$ cat config.mk
export PLATFORM = sky130hd
export DESIGN_NAME = flash_maint_seq
export DESIGN_NICKNAME = d
export VERILOG_FILES = /design/src/rtl/flash_seq_pkg.sv /design/src/rtl/flash_page_split.sv /design/src/rtl/flash_poll_limit.sv /design/src/rtl/flash_cmd_build.sv /design/src/rtl/flash_maint_seq.sv
export SDC_FILE = /design/constraint.sdc
export NUM_CORES = 1
export LEC_CHECK = 0
export BUFFER_PORTS_ARGS = -buffer_cell sky130_fd_sc_hd__clkbuf_2
export CORE_MARGIN = 2
export CORE_UTILIZATION = 58
export CTS_CLUSTER_SIZE = 40
export DETAILED_ROUTE_END_ITERATION = 8
export GPL_ROUTABILITY_DRIVEN = 0
export HOLD_SLACK_MARGIN = 0.03
export PLACE_DENSITY = 0.83
export SKIP_LAST_GASP = 1
export SYNTH_ARGS = -nofsm -noshare
export SYNTH_HDL_FRONTEND = slang
export SYNTH_SLANG_ARGS = --single-unit
$ cat constraint.sdc
create_clock -name clk -period 11.15 [get_ports clk]
set_input_delay 0.5575 -clock clk [delete_from_list [all_inputs] [get_ports clk]]
set_output_delay 0.5575 -clock clk [all_outputs]
set_load 0.01 [all_outputs]
$ cat src/rtl/flash_seq_pkg.sv
package flash_seq_pkg;

    localparam int ADDR_W     = 24;
    localparam int PAGE_BYTES = 256;
    localparam int PAGE_AW    = $clog2(PAGE_BYTES);
    localparam int CHUNK_W    = PAGE_AW + 1;
    localparam int STAT_W     = 16;
    localparam int BUSY_BIT   = 0;
    localparam int MMAP_DUMMY = 8;
    localparam int STAT_BYTES = 2;

    localparam logic [STAT_W-1:0] STAT_BUSY_MASK = STAT_W'(1) << BUSY_BIT;

    localparam logic [7:0] OPC_WREN  = 8'h06;
    localparam logic [7:0] OPC_CHIP  = 8'hC7;
    localparam logic [7:0] OPC_SECT  = 8'h20;
    localparam logic [7:0] OPC_PROG  = 8'h02;
    localparam logic [7:0] OPC_RDSR  = 8'h05;
    localparam logic [7:0] OPC_FREAD = 8'h0B;
    localparam logic [7:0] OPC_QEN   = 8'h38;

    typedef enum logic [1:0] {
        OP_CHIP_ERASE = 2'd0,
        OP_SECT_ERASE = 2'd1,
        OP_PROGRAM    = 2'd2,
        OP_INIT       = 2'd3
    } op_e;

    typedef enum logic [1:0] {
        LANE_SINGLE = 2'd0,
        LANE_DUAL   = 2'd1,
        LANE_QUAD   = 2'd2
    } lane_e;

    typedef enum logic [1:0] {
        KIND_WRITE = 2'd0,
        KIND_READ  = 2'd1,
        KIND_MMAP  = 2'd2
    } kind_e;

    typedef enum logic [2:0] {
        ST_IDLE,
        ST_QEN,
        ST_WREN,
        ST_OPER,
        ST_POLL,
        ST_MMAP
    } st_e;

    typedef struct packed {
        logic [7:0]         opcode;
        lane_e              lanes;
        kind_e              kind;
        logic               has_addr;
        logic [ADDR_W-1:0]  addr;
        logic [CHUNK_W-1:0] len;
        logic [4:0]         dummy;
    } cmd_t;

    function automatic logic [CHUNK_W-1:0] page_room(input logic [PAGE_AW-1:0] off);
        return CHUNK_W'(PAGE_BYTES) - CHUNK_W'(off);
    endfunction

endpackage

$ cat src/rtl/flash_page_split.sv
module flash_page_split
    import flash_seq_pkg::*;
#(
    parameter int LEN_W = 16
) (
    input  logic [PAGE_AW-1:0] page_off,
    input  logic [LEN_W-1:0]   remain,
    output logic [CHUNK_W-1:0] chunk
);
    logic [CHUNK_W-1:0] room;

    always_comb begin
        room = page_room(page_off);
        if (remain < LEN_W'(room))
            chunk = CHUNK_W'(remain);
        else
            chunk = room;
    end

endmodule

$ cat src/rtl/flash_poll_limit.sv
module flash_poll_limit #(
    parameter int POLL_MAX = 4096
) (
    input  logic clk,
    input  logic rst,
    input  logic clr,
    input  logic hit,
    output logic last
);
    localparam int CW = $clog2(POLL_MAX + 1);

    logic [CW-1:0] cnt;

    assign last = (cnt == CW'(POLL_MAX - 1));

    always_ff @(posedge clk) begin
        if (rst || clr)
            cnt <= '0;
        else if (hit && !last)
            cnt <= cnt + CW'(1);
    end

    p_poll_cap_r7: assert property (@(posedge clk) disable iff (rst)
        cnt <= CW'(POLL_MAX - 1))
        else $error("poll counter past limit");

endmodule

$ cat src/rtl/flash_cmd_build.sv
module flash_cmd_build
    import flash_seq_pkg::*;
(
    input  st_e                st,
    input  op_e                op,
    input  logic               quad_on,
    input  logic [ADDR_W-1:0]  addr,
    input  logic [CHUNK_W-1:0] chunk,
    output cmd_t               cmd
);
    always_comb begin
        cmd          = '0;
        cmd.lanes    = (st == ST_QEN || !quad_on) ? LANE_SINGLE : LANE_QUAD;
        cmd.kind     = KIND_WRITE;
        unique case (st)
            ST_QEN:  cmd.opcode = OPC_QEN;
            ST_WREN: cmd.opcode = OPC_WREN;
            ST_OPER: begin
                case (op)
                    OP_SECT_ERASE: begin
                        cmd.opcode   = OPC_SECT;
                        cmd.has_addr = 1'b1;
                        cmd.addr     = addr;
                    end
                    OP_PROGRAM: begin
                        cmd.opcode   = OPC_PROG;
                        cmd.has_addr = 1'b1;
                        cmd.addr     = addr;
                        cmd.len      = chunk;
                    end
                    default: cmd.opcode = OPC_CHIP;
                endcase
            end
            ST_POLL: begin
                cmd.opcode = OPC_RDSR;
                cmd.kind   = KIND_READ;
                cmd.len    = CHUNK_W'(STAT_BYTES);
            end
            ST_MMAP: begin
                cmd.opcode   = OPC_FREAD;
                cmd.kind     = KIND_MMAP;
                cmd.has_addr = 1'b1;
                cmd.dummy    = 5'(MMAP_DUMMY);
            end
            default: cmd.opcode = 8'h00;
        endcase
    end

endmodule

$ cat src/rtl/flash_maint_seq.sv
module flash_maint_seq
    import flash_seq_pkg::*;
#(
    parameter int LEN_W        = 16,
    parameter int POLL_MAX     = 4096,
    parameter bit QUAD_DEFAULT = 1'b1
) (
    input  logic               clk,
    input  logic               rst,
    input  logic               start,
    input  logic [1:0]         op_sel,
    input  logic [ADDR_W-1:0]  op_addr,
    input  logic [LEN_W-1:0]   op_len,
    input  logic [7:0]         fifo_data,
    output logic               fifo_rd,
    output logic               busy,
    output logic               done,
    output logic               error,
    output logic               eng_req,
    input  logic               eng_ack,
    output logic [7:0]         eng_opcode,
    output logic [1:0]         eng_lanes,
    output logic [1:0]         eng_kind,
    output logic               eng_has_addr,
    output logic [ADDR_W-1:0]  eng_addr,
    output logic [CHUNK_W-1:0] eng_len,
    output logic [4:0]         eng_dummy,
    output logic [7:0]         eng_wdata,
    input  logic               eng_wtake,
    input  logic [STAT_W-1:0]  eng_rdata
);
    st_e                st;
    op_e                cur_op;
    logic [ADDR_W-1:0]  cur_addr;
    logic [LEN_W-1:0]   remain;
    logic               quad_on;
    logic               err_flag;
    logic [CHUNK_W-1:0] chunk;
    logic               poll_last;
    logic               flash_busy;
    cmd_t               cmd;
    op_e                req_op;

    assign req_op     = op_e'(op_sel);
    assign flash_busy = |(eng_rdata & STAT_BUSY_MASK);
    assign busy       = (st != ST_IDLE);
    assign eng_req    = busy;

    flash_page_split #(.LEN_W(LEN_W)) u_split (
        .page_off (cur_addr[PAGE_AW-1:0]),
        .remain   (remain),
        .chunk    (chunk)
    );

    flash_poll_limit #(.POLL_MAX(POLL_MAX)) u_poll (
        .clk  (clk),
        .rst  (rst),
        .clr  (st == ST_OPER && eng_ack),
        .hit  (st == ST_POLL && eng_ack && flash_busy),
        .last (poll_last)
    );

    flash_cmd_build u_build (
        .st      (st),
        .op      (cur_op),
        .quad_on (quad_on),
        .addr    (cur_addr),
        .chunk   (chunk),
        .cmd     (cmd)
    );

    assign eng_opcode   = cmd.opcode;
    assign eng_lanes    = cmd.lanes;
    assign eng_kind     = cmd.kind;
    assign eng_has_addr = cmd.has_addr;
    assign eng_addr     = cmd.addr;
    assign eng_len      = cmd.len;
    assign eng_dummy    = cmd.dummy;
    assign eng_wdata    = fifo_data;
    assign fifo_rd      = eng_wtake && (st == ST_OPER) && (cur_op == OP_PROGRAM);

    always_ff @(posedge clk) begin
        if (rst) begin
            st       <= ST_IDLE;
            cur_op   <= OP_CHIP_ERASE;
            cur_addr <= '0;
            remain   <= '0;
            quad_on  <= 1'b0;
            err_flag <= 1'b0;
            done     <= 1'b0;
            error    <= 1'b0;
        end else begin
            done  <= 1'b0;
            error <= 1'b0;
            case (st)
                ST_IDLE: if (start) begin
                    cur_op   <= req_op;
                    cur_addr <= op_addr;
                    remain   <= op_len;
                    err_flag <= 1'b0;
                    if (req_op == OP_INIT)
                        st <= QUAD_DEFAULT ? ST_QEN : ST_MMAP;
                    else if (req_op == OP_PROGRAM && op_len == '0)
                        st <= ST_MMAP;
                    else
                        st <= ST_WREN;
                end
                ST_QEN: if (eng_ack) begin
                    quad_on <= 1'b1;
                    st      <= ST_MMAP;
                end
                ST_WREN: if (eng_ack) st <= ST_OPER;
                ST_OPER: if (eng_ack) begin
                    if (cur_op == OP_PROGRAM) begin
                        cur_addr <= cur_addr + ADDR_W'(chunk);
                        remain   <= remain - LEN_W'(chunk);
                    end
                    st <= ST_POLL;
                end
                ST_POLL: if (eng_ack) begin
                    if (!flash_busy)
                        st <= (cur_op == OP_PROGRAM && remain != '0) ? ST_WREN : ST_MMAP;
                    else if (poll_last) begin
                        err_flag <= 1'b1;
                        st       <= ST_MMAP;
                    end
                end
                ST_MMAP: if (eng_ack) begin
                    done  <= 1'b1;
                    error <= err_flag;
                    st    <= ST_IDLE;
                end
                default: st <= ST_IDLE;
            endcase
        end
    end

    // Checker state: set by an acknowledged write-enable, cleared by any other acknowledge.
    logic wren_armed;
    always_ff @(posedge clk) begin
        if (rst)
            wren_armed <= 1'b0;
        else if (eng_req && eng_ack)
            wren_armed <= (eng_opcode == OPC_WREN);
    end

    p_req_hold_r9: assert property (@(posedge clk) disable iff (rst)
        (eng_req && !eng_ack) |=> (eng_req && $stable(eng_opcode) && $stable(eng_addr)
                                   && $stable(eng_len) && $stable(eng_lanes)))
        else $error("request dropped or descriptor changed before ack");

    p_wren_first_r2: assert property (@(posedge clk) disable iff (rst)
        (eng_req && (eng_opcode == OPC_CHIP || eng_opcode == OPC_SECT || eng_opcode == OPC_PROG))
            |-> wren_armed)
        else $error("job command without preceding write-enable");

    p_page_bound_r5: assert property (@(posedge clk) disable iff (rst)
        (eng_req && eng_opcode == OPC_PROG) |->
            (eng_len != '0 && (int'(eng_addr[PAGE_AW-1:0]) + int'(eng_len) <= PAGE_BYTES)))
        else $error("page command crosses boundary");

    p_qen_single_r6: assert property (@(posedge clk) disable iff (rst)
        (eng_req && eng_opcode == OPC_QEN) |-> (eng_lanes == LANE_SINGLE))
        else $error("lane switch not sent on one lane");

    p_mmap_setup_r4: assert property (@(posedge clk) disable iff (rst)
        (eng_req && eng_kind == KIND_MMAP) |->
            (eng_opcode == OPC_FREAD && eng_dummy == 5'(MMAP_DUMMY)))
        else $error("restore is not fast read with 8 dummies");

    p_done_idle_r4: assert property (@(posedge clk) disable iff (rst)
        done |-> (!busy && $past(busy)))
        else $error("done without finishing a job");

    p_start_ignored_r8: assert property (@(posedge clk) disable iff (rst)
        (busy && start) |=> $stable(cur_op))
        else $error("start accepted while busy");

endmodule

## Word level (Yosys, flattened, before mapping)

Cells that the tools add are included.

| storage, ports and cells | value |
|---|---|
| register bits after elaboration | 62 |
| input bits | 71 |

| cells by class | value |
|---|---|
| add/sub/neg operators | 4 |
| eq/ne operators | 20 |
| $lt $le $gt $ge | 1 |
| bitwise logic cells | 2 |
| mux-type cells | 37 |
| reductions and logical operators | 26 |

Operators by type and width:

| kind | number |
|---|---|
| 2-to-1 mux 24 bit | 4 |
| 2-to-1 mux 16 bit | 3 |
| one-hot mux 24 bit (2 select lines) | 1 |
| one-hot mux 8 bit (5 select lines) | 1 |
| 2-to-1 mux 3 bit | 11 |
| one-hot mux 16 bit (2 select lines) | 1 |
| 2-to-1 mux 25 bit | 1 |
| adder 24 x 9 -> 24 bit | 1 |
| 2-to-1 mux 9 bit | 2 |
| one-hot mux 3 bit (6 select lines) | 1 |
| one-hot mux 9 bit (2 select lines) | 1 |
| logical NOT 16 bit | 1 |
| < comparator 16 x 9 -> 1 bit | 1 |
| one-hot mux 8 bit (2 select lines) | 1 |
| nonzero test 16 bit | 1 |
| subtractor 16 x 9 -> 16 bit | 1 |
| != test 2 bit, second input constant | 7 |
| adder 13 x 1 -> 13 bit, second input constant | 1 |
| == test 13 x 12 -> 1 bit, second input constant | 1 |
| subtractor 9 x 8 -> 9 bit, first input constant | 1 |
| logical AND 1 bit | 8 |
| AND reduction 7 bit | 1 |
| == test 2 bit, second input constant | 3 |
| == test 3 x 2 -> 1 bit, second input constant | 2 |
| other kinds (21) | 34 |

## Depth between registers and ports, before layout

Gate-level depths: netlist of run 1.

| depth | value |
|---|---|
| depth after elaboration | 7 |
| gate-level depth with buffers | 21 |
| gate-level depth less buffers | 20 |

## Hierarchy

A second synthesis of run 1 with hierarchy kept.

| unflattened totals | value |
|---|---|
| cell total of the unflattened synthesis | 685 |
| area total of the unflattened synthesis | 5248.8 sq um |

By module, submodules not included:

| module | cells each | area each (sq um) | seq. area each (sq um) | times used |
|---|---|---|---|---|
| flash_maint_seq | 474 | 3667.3 | 980.9 | 1 |
| flash_poll_limit | 77 | 641.9 | 260.2 | 1 |
| flash_cmd_build | 77 | 494.2 | 0.0 | 1 |
| flash_page_split | 57 | 445.4 | 0.0 | 1 |

## Worst setup path before layout of run 1

Ideal clock, no wire load.

| path | value |
|---|---|
| path kind | register to register |
| start point | reg cur_addr[2] |
| end point | reg remain[14] |
| arrival | 4.486 ns |
| data required time | 11.010 ns |
| stages on the path, launching flop included | 22 |
| clock period less this slack | 4.626 ns |
| setup slack | 6.524 ns |
| path buffers | 1 |
| path through | dfxtp_1 > or3_1 > nor2_1 > nand2_1 > xor2_1 > inv_1 > ha_1 > a21oi_1 > o21ai_0 > a21o_1 > a211o_1 > buf_6 > mux2i_1 > ha_1 > inv_1 > fa_1 > a211oi_1 > o21bai_1 > a211o_2 > or4_1 > mux2i_1 > o311ai_0 |

| on the way | value |
|---|---|
| longest elaborated chain between the ends | 7 |

RTL lines:

| item | line | source |
|---|---|---|
| from (decl) | flash_maint_seq.sv:34 | `logic [ADDR_W-1:0] cur_addr;` |
| from (signal assigned) | flash_maint_seq.sv:98 | `cur_addr <= op_addr;` |
| from (signal assigned) | flash_maint_seq.sv:115 | `cur_addr <= cur_addr + ADDR_W'(chunk);` |
| subtractor 9 x 8 -> 9 bit (*) | flash_seq_pkg.sv:61 | `return CHUNK_W'(PAGE_BYTES) - CHUNK_W'(off);` |
| < comparator 16 x 9 -> 1 bit | flash_page_split.sv:14 | `if (remain < LEN_W'(room))` |
| 2-to-1 mux 9 bit (*) | flash_page_split.sv:14 |  |
| subtractor 16 x 9 -> 16 bit (*) | flash_maint_seq.sv:116 | `remain <= remain - LEN_W'(chunk);` |
| 2-to-1 mux 16 bit (*) | flash_maint_seq.sv:114 | `if (cur_op == OP_PROGRAM) begin` |
| 2-to-1 mux 16 bit (*) | flash_maint_seq.sv:113 | `ST_OPER: if (eng_ack) begin` |
| one-hot mux 16 bit (2 select lines) (*) | flash_maint_seq.sv:95 | `case (st)` |
| to (signal assigned) | flash_maint_seq.sv:99 | `remain <= op_len;` |
| to (signal assigned) | flash_maint_seq.sv:116 |  |
| to (decl) | flash_maint_seq.sv:35 | `logic [LEN_W-1:0] remain;` |

Every way passes the cells marked *; elsewhere a longest branch is shown, timed or not. The select of a mux whose other input is x is not followed.
A chain may end at the register's enable or synchronous reset.

## Final worst setup path of run 1

| path | value |
|---|---|
| start point | reg cur_addr[2] |
| end point | reg cur_addr[16] |

| on the way | value |
|---|---|
| longest elaborated chain between the ends | 7 |

RTL lines:

| item | line |
|---|---|
| subtractor 9 x 8 -> 9 bit | flash_seq_pkg.sv:61 |
| < comparator 16 x 9 -> 1 bit | flash_page_split.sv:14 |
| 2-to-1 mux 9 bit | flash_page_split.sv:14 |
| adder 24 x 9 -> 24 bit (*) | flash_maint_seq.sv:115 |
| 2-to-1 mux 24 bit (*) | flash_maint_seq.sv:114 |
| 2-to-1 mux 24 bit (*) | flash_maint_seq.sv:113 |
| one-hot mux 24 bit (2 select lines) (*) | flash_maint_seq.sv:95 |

Marked as above.

==> results by group, run 1 <==
Worst setup path
  – CP max stage cell: a21boi_1
  – Crit path from: cur_addr[2]
  – Critical Path Max Stage Delay: 630 ps
  – Crit path required time: 11,390 ps
  – Worst r2r src: cur_addr[2]
  – Crit Path Max Fanout: 9
  – Top Family by Delay on Critical Path: compound AO/OA/AOI/OAI gates
  – Critical path, cell by cell: or3_1 -> nor2_1 -> nand2_1 -> xor2_1 -> inv_1 -> ha_1 -> a21oi_1 -> o21ai_0 -> a21o_1 -> a211o_1 -> mux2i_1 -> ha_1 -> inv_1 -> fa_1 -> nand2b_1 -> a21oi_1 -> o2111ai_1 -> a21boi_1 -> nand2_1 -> a311o_1
  – Critical path endpoint category: register
  – Critical path data arrival time: 5740 ps
  – WP buf/inv: 2
  – Kind of start point of the critical path: register
  – Worst setup path category: reg -> reg

Drt
  – Post-Route WL: 14.1 mm
  – Remaining DRCs: 0
  – Via count: 5,325
  – Vias/cell: 6.23
  – Detailed-route wire length per cell: 16.5 um
  – Detail Route Antenna Nets: 0
  – 1st-iter DRT viols: 369
  – Drt first pass iters: 5

Yosys
  – Count leader, synth: nor2_1
  – Synth Register Bits: 62
  – Ys async rst share: 0%
  – Ranking of synthesized cells by area: dfxtp_1, ha_1, nor2_1
  – Cell Area, Synth: 4980 sq um
  – Share of the synthesized area in the top cell type: 24.9%
  – Ys flop type: dfxtp_1
  – Post-synth cell types: 69
  – Ys Warns: 0
  – Post-Syn Area per Cell: 7.35 sq um
  – Cell taking the most area after synthesis: dfxtp_1
  – Syn Inst Count: 678
  – Most common library cells after synthesis: nor2_1, nand2_1, dfxtp_1, a21oi_1, inv_1
  – Seq/Total Area, Yosys: 24.9%
  – Post-synth EDFFs: 0

Worst hold path
  – HP Class: in -> reg
  – HP Start: op_addr[0]

STA
  – Final Cycle Share: 49.4%
  – Fin crit period: 5510 ps
  – Headroom to the max-slew limit: 25.2%
  – Final setup TNS: 0 ps
  – Max Freq: 182 MHz
  – Final setup vio count: 0
  – Final hold vios: 0
  – RSZ-0062 raised after global routing: no
  – Final Skew: 13.8 ps
  – Fin. max-slew vios: 0
  – Setup ws final: 5640 ps
  – Worst Tran Pin Value: 1120 ps

Place
  – Placed Area: 5410 sq um
  – Port buffer count: 98
  – DP Wirelength: 10.0 mm
  – Setup WS pre-CTS: 5800 ps

Cells and area
  – Antenna diodes: 0
  – Area Overhead vs Synth: 12.4%
  – Cell area after layout: 5600 sq um
  – Fin util: 67.8%
  – Final nets: 851
  – Share of cells above drive strength 1: 17.9%

CTS
  – Post-CTS Hold Fix Bufs: 0
  – Post-cts sizing count: 0
  – Total CTS buffers: 9
  – Clock Latency Late Sink: 360 ps
  – Clk slew on worst S/H paths: 80 ps
  – CTS sink count: 62
  – Post-CTS Setup Inserts: 0
  – TritonCTS clock tree: done
  – Root buf cell: clkbuf_8
  – H-tree depth: 3
  – Clock buffer depth: 2

Global route
  – Global-route wire length before repair: 23.4 mm
  – Vias in the first global route: 4,947
  – Initial antenna violation count: 0
  – Global route total overflow: 0
  – Largest net degree at the start of global routing: 57
  – GRT Util Overall: 29.9%

Die
  – Die Wd: 96.7 um
  – DIE AREA: 9350 sq um
  – # IOs: 135
  – Core ar.: 8260 sq um
  – Die H: 96.7 um
  – Starting Density: 60.3%
  – Rows: 33

Status
  – Status: completed

Pwr
  – Total power: 1.66 mW
  – Pwr dens: 296 nW/um^2
  – Leak: 2.52 nW
  – Worst vdd ir: 0.136 mV

Run
  – Max cap viols: 0
cell usage in the layout, fill, tap and decap left out, types with 6 or more instances in the layout:
master and instances:
clkbuf_2 98, a211oi_1 18, a311oi_1 13, o21ai_0 23
clkbuf_8 9, nor2b_1 10, nand2b_1 7, or3_1 6
nand4_1 9, a21o_1 10, and2_1 25, nand3_1 15
inv_1 37, and3_1 11, ha_1 32, xnor2_1 12
o211ai_1 8, nor2_1 77, nand2_1 68, xor2_1 12
a31oi_1 7, a21oi_1 41, nor4_1 12, dfxtp_1 62
nor3_1 28, mux2i_1 11
layer usage:
metal | track usage [%] | share of wire [%] | vias up
met1 | 38.8 | 42 | 2482
met3 | 5.85 | 8.7 | 36
met2 | 47.5 | 46 | 266
met4 | 14.6 | 2.5 | 0
li1 | - | - | 2541
met5 | 0 | 0 | -
power breakdown:
| part | leakage, nW | internal (mW) | switching, mW |
|---|---|---|---|
| clock | 0.0911 | 0.101 | 0.0970 |
| sequential | 0.507 | 0.273 | 0.0785 |
| combinational | 1.92 | 0.449 | 0.663 |
| total | 2.52 | 0.823 | 0.838 |
flip-flops by register name, indices dropped and copies added (netlist names):
register,count
cur_addr,24
remain,16
u_poll.cnt,13
st,3
cur_op,2
done,1
err_flag,1
error,1
quad_on,1
worst register-to-register path, delay by kind of cell, from the launching register on:
family,cells,cell delay [ps]
mux,1,360
fa+ha+maj,3,900
compound gates,8,2470
flops,1,390
xor+xnor,1,200
simple gates,5,930
buf+inv,2,130
path summary, 6_finish.rpt:
kind	cells past startpoint	end	slack [ps]
worst min register to register	2	u_poll.cnt[12]	450
worst max-delay path	20	cur_addr[16]	5640
worst max register to register	20	cur_addr[16]	5640
worst min-delay path	3	cur_addr[0]	450
stage by stage:
stage                     hold WS (ps)  instances
after detailed placement           449        840
after CTS                          442        855
final                              445        855
after floorplan                    410        682
after global routing               452        855
after global placement             421        840
kinds of logic (layout without fill, tap and decap cells):
| group | count (synthesis) | after routing | share of synthesized area (%) |
|---|---|---|---|
| AO/OA/AOI/OAI | 163 | 163 | 21.9 |
| XOR/XNOR | 24 | 24 | 4.22 |
| adder cells (fa/ha/maj) | 35 | 35 | 9.04 |
| buffers and inverters | 87 | 155 | 7.96 |
| flip-flops | 62 | 62 | 24.9 |
| multiplexers | 14 | 14 | 3.01 |
| other | 1 | 5 | 0.0752 |
| AND/OR/NAND/NOR | 292 | 292 | 28.9 |
cell type report:
cell class,count,area (sq um)
inverter,37,139
sequential,62,1240
clock inverter,6,63.8
clock buffer,9,124
tap,105,131
multi-input combinational,533,3370
timing repair buffer,103,528
fill,733,2660
Power figures use the tool's default switching activity.
==> run 2, diff against run 1 <==
ABC_AREA = 1   (was default)
CORE_UTILIZATION = 50   (was 58)
PLACE_DENSITY = 0.74   (was 0.83)
clock period = 4.5 ns   (was 11.15 ns; I/O delays follow)
==> results by group, run 2 <==
Status
  – Status: completed

Worst setup path
  – Top Family by Delay on Critical Path: simple AND/OR/NAND/NOR gates
  – Worst R2R End: cur_addr[14]
  – CP max stage cell: nor4_2
  – Critical Path Max Stage Delay: 410 ps
  – Critical path endpoint category: register
  – Worst r2r path cells: 23
  – Worst R2R Setup Slack: 420 ps
  – Critical path, cell by cell: inv_1 -> ha_1 -> nand3_1 -> nor2_1 -> nand4_1 -> ha_1 -> nor4_2 -> nand2_2 -> nand2_1 -> o21ai_0 -> inv_1 -> ha_2 -> inv_1 -> fa_1 -> inv_1 -> nand3_1 -> nand2_2 -> nand2_1 -> nand2_1 -> a21oi_1 -> o21ai_0 -> nand2_1 -> a21oi_1
  – Worst setup path category: reg -> reg
  – Critical path data arrival time: 4370 ps
  – WP buf/inv: 4
  – Crit path required time: 4790 ps
  – Worst r2r src: cur_addr[0]
  – Kind of start point of the critical path: register
  – Crit Path Max Fanout: 11

STA
  – Final Cycle Share: 90.7%
  – Max Freq: 245 MHz
  – Worst Tran Pin Value: 950 ps
  – Final setup vio count: 0
  – Final setup TNS: 0 ps
  – RSZ-0062 raised after global routing: no
  – Fin. max-slew vios: 0
  – Final hold vios: 0
  – Headroom to the max-slew limit: 36.6%
  – Worst-case hold slack: 117 ps
  – Fin crit period: 4080 ps
  – Final Skew: 7.55 ps

CTS
  – Root buf cell: clkbuf_8
  – CTS sink count: 62
  – H-tree depth: 3
  – Post-CTS Hold Fix Bufs: 0
  – Clk slew on worst S/H paths: 80 ps
  – Total CTS buffers: 9
  – Clock buffer depth: 2
  – Clock Latency Late Sink: 360 ps
  – TritonCTS clock tree: done

Pwr
  – Leak: 3.15 nW
  – Comb power frac: 72.8%
  – Clk pwr share: 9.7%
  – Net Sw Power: 2.99 mW
  – Reg power frac: 17.5%
  – Worst vdd ir: 0.419 mV
  – Pwr dens: 845 nW/um^2
  – Switching Fraction: 55.9%
  – Internal power: 2.35 mW

Worst hold path
  – HP Class: in -> reg
  – Hold-critical path depth: 3
  – Hold Path End: cur_addr[0]
  – HP Start: op_addr[0]

Yosys
  – Largest family of logic cells by synthesized area: simple AND/OR/NAND/NOR gates
  – Post-synth cell types: 41
  – Cell Area, Synth: 5590 sq um
  – Post-synthesis mux area share: 0%
  – Syn Inst Count: 970
  – Count leader, synth: nand2_1
  – Seq/Total Area, Yosys: 22.2%
  – XOR/XNOR Fraction of Synth Area: 2.19%
  – Post-Syn Area per Cell: 5.76 sq um
  – Ys flop type: dfxtp_1
  – Post-synth EDFFs: 0
  – Ys Warns: 0
  – Post-synthesis simple-gate area fraction: 39.1%
  – Compound-Gate Fraction of Synth Area: 14.9%
  – Share of the synthesized area in the top cell type: 22.2%
  – Ys async rst share: 0%
  – Cell taking the most area after synthesis: dfxtp_1
  – Synth Register Bits: 62
  – Ranking of synthesized cells by area: dfxtp_1, nand2_1, inv_1
  – Most common library cells after synthesis: nand2_1, inv_1, nor2_1, a21oi_1, nand3_1
  – Synth Area in Adders: 7.88%

Drt
  – 1st-iter DRT viols: 308
  – Detail Route Antenna Nets: 0
  – Vias/cell: 5.10
  – Drt first pass iters: 5
  – Via count: 6,097
  – Remaining DRCs: 0
  – Detailed-route wire length per cell: 12.8 um
  – Post-Route WL: 15.3 mm

Place
  – Port buffer count: 98
  – DP Wirelength: 11.7 mm

Die
  – Starting Density: 51.3%
  – Core ar.: 10,900 sq um
  – Die H: 110 um
  – # IOs: 135
  – DIE AREA: 12,000 sq um
  – Die Wd: 110 um
  – Rows: 38

Cells and area
  – Final nets: 1,155
  – Share of cells above drive strength 1: 14.4%
  – Max reg flops: 24
  – Largest Register: cur_addr
  – Top flop regs: cur_addr: 24 flops, remain: 16 flops, u_poll.cnt: 13 flops
  – FILL cells: 1,148
  – Antenna diodes: 0
  – Commonest cells after routing, fill and taps aside: nand2_1, inv_1, nor2_1, clkbuf_2, a21oi_1
  – Commonest non-fill, non-tap cell in the layout: nand2_1
  – Area Overhead vs Synth: 13.1%

Run
  – Max cap viols: 0

Global route
  – Largest net degree at the start of global routing: 52
  – Global route total overflow: 0
  – Initial antenna violation count: 0
  – Global-route wire length before repair: 25.1 mm
  – Vias in the first global route: 5,637
  – GRT Util Overall: 26.6%
-- run 2: metal layers --
layer | GRT usage, % | share of wire [%]
met1 | 32.6 | 46
met2 | 45.8 | 47
met3 | 4.33 | 4.0
met4 | 11.5 | 2.9
met5 | 0 | 0
-- run 2: through the flow --
| stage | std cells | power, mW | setup WS (ps) | cell area (sq um) | util [%] |
|---|---|---|---|---|---|
| finish | 1195 | 5.34 | 418 | 6320 | 58.0 |
| global placement | 1178 | 4.70 | 282 | 6090 | 55.9 |
| CTS | 1194 | 5.28 | 218 | 6290 | 57.7 |
| detailed placement | 1178 | 4.73 | 245 | 6090 | 55.9 |
| global route | 1195 | 5.97 | 24.9 | 6320 | 58.0 |
| floorplan | 974 | 3.86 | 811 | 5600 | - |
-- run 2: area by class of cell --
type	count	area (sq um)	share of cell area [%]
well taps	140	175	2.77
clock buffers	11	141	2.24
flip-flops and latches	62	1240	19.6
inverters	135	507	8.02
multi-input cells	734	3630	57.5
clock inverters	5	58.8	0.931
repair buffers	108	566	8.95
-- run 2: logic make-up (layout without fill, tap and decap cells) --
kind of cell,after synthesis,after routing
AND/OR/NAND/NOR,526,526
adder cells (fa/ha/maj),34,34
buffers and inverters,178,259
flip-flops,62,62
XOR/XNOR,14,14
AO/OA/AOI/OAI,155,155
other,1,5
-- run 2: how the worst max path moves through the flow --
stage / start / endpoint / slack (ps) / cells past startpoint
floorplan: cur_addr[0] / cur_addr[14] / 810 / 26
CTS: cur_addr[0] / cur_addr[14] / 220 / 25
finish: cur_addr[0] / cur_addr[14] / 420 / 23
global route: cur_addr[0] / cur_addr[14] / 20 / 27
global placement: cur_addr[0] / cur_addr[14] / 280 / 25
detailed placement: cur_addr[1] / cur_addr[14] / 250 / 25
-- run 2: worst min-delay path, stage by stage --
cell and delay (ps):
clkbuf_2 80, nand2_1 60, a31oi_1 70
-- run 2: power groups by stage --
stage | Clock [mW] | Sequential (mW) | Combinational (mW)
2_1_floorplan | 0 | 0.865 | 2.99
3_3_place_gp | 0 | 0.931 | 3.77
3_5_place_dp | 0 | 0.933 | 3.80
4_1_cts | 0.526 | 0.922 | 3.83
5_1_grt | 0.546 | 0.963 | 4.46
6_report | 0.517 | 0.934 | 3.89
-- run 2: timing repair --
item                                    4_1_cts  5_1_grt
resized for setup                             0        7
setup buffers                                 0        1
endpoints found under the setup margin        0       25
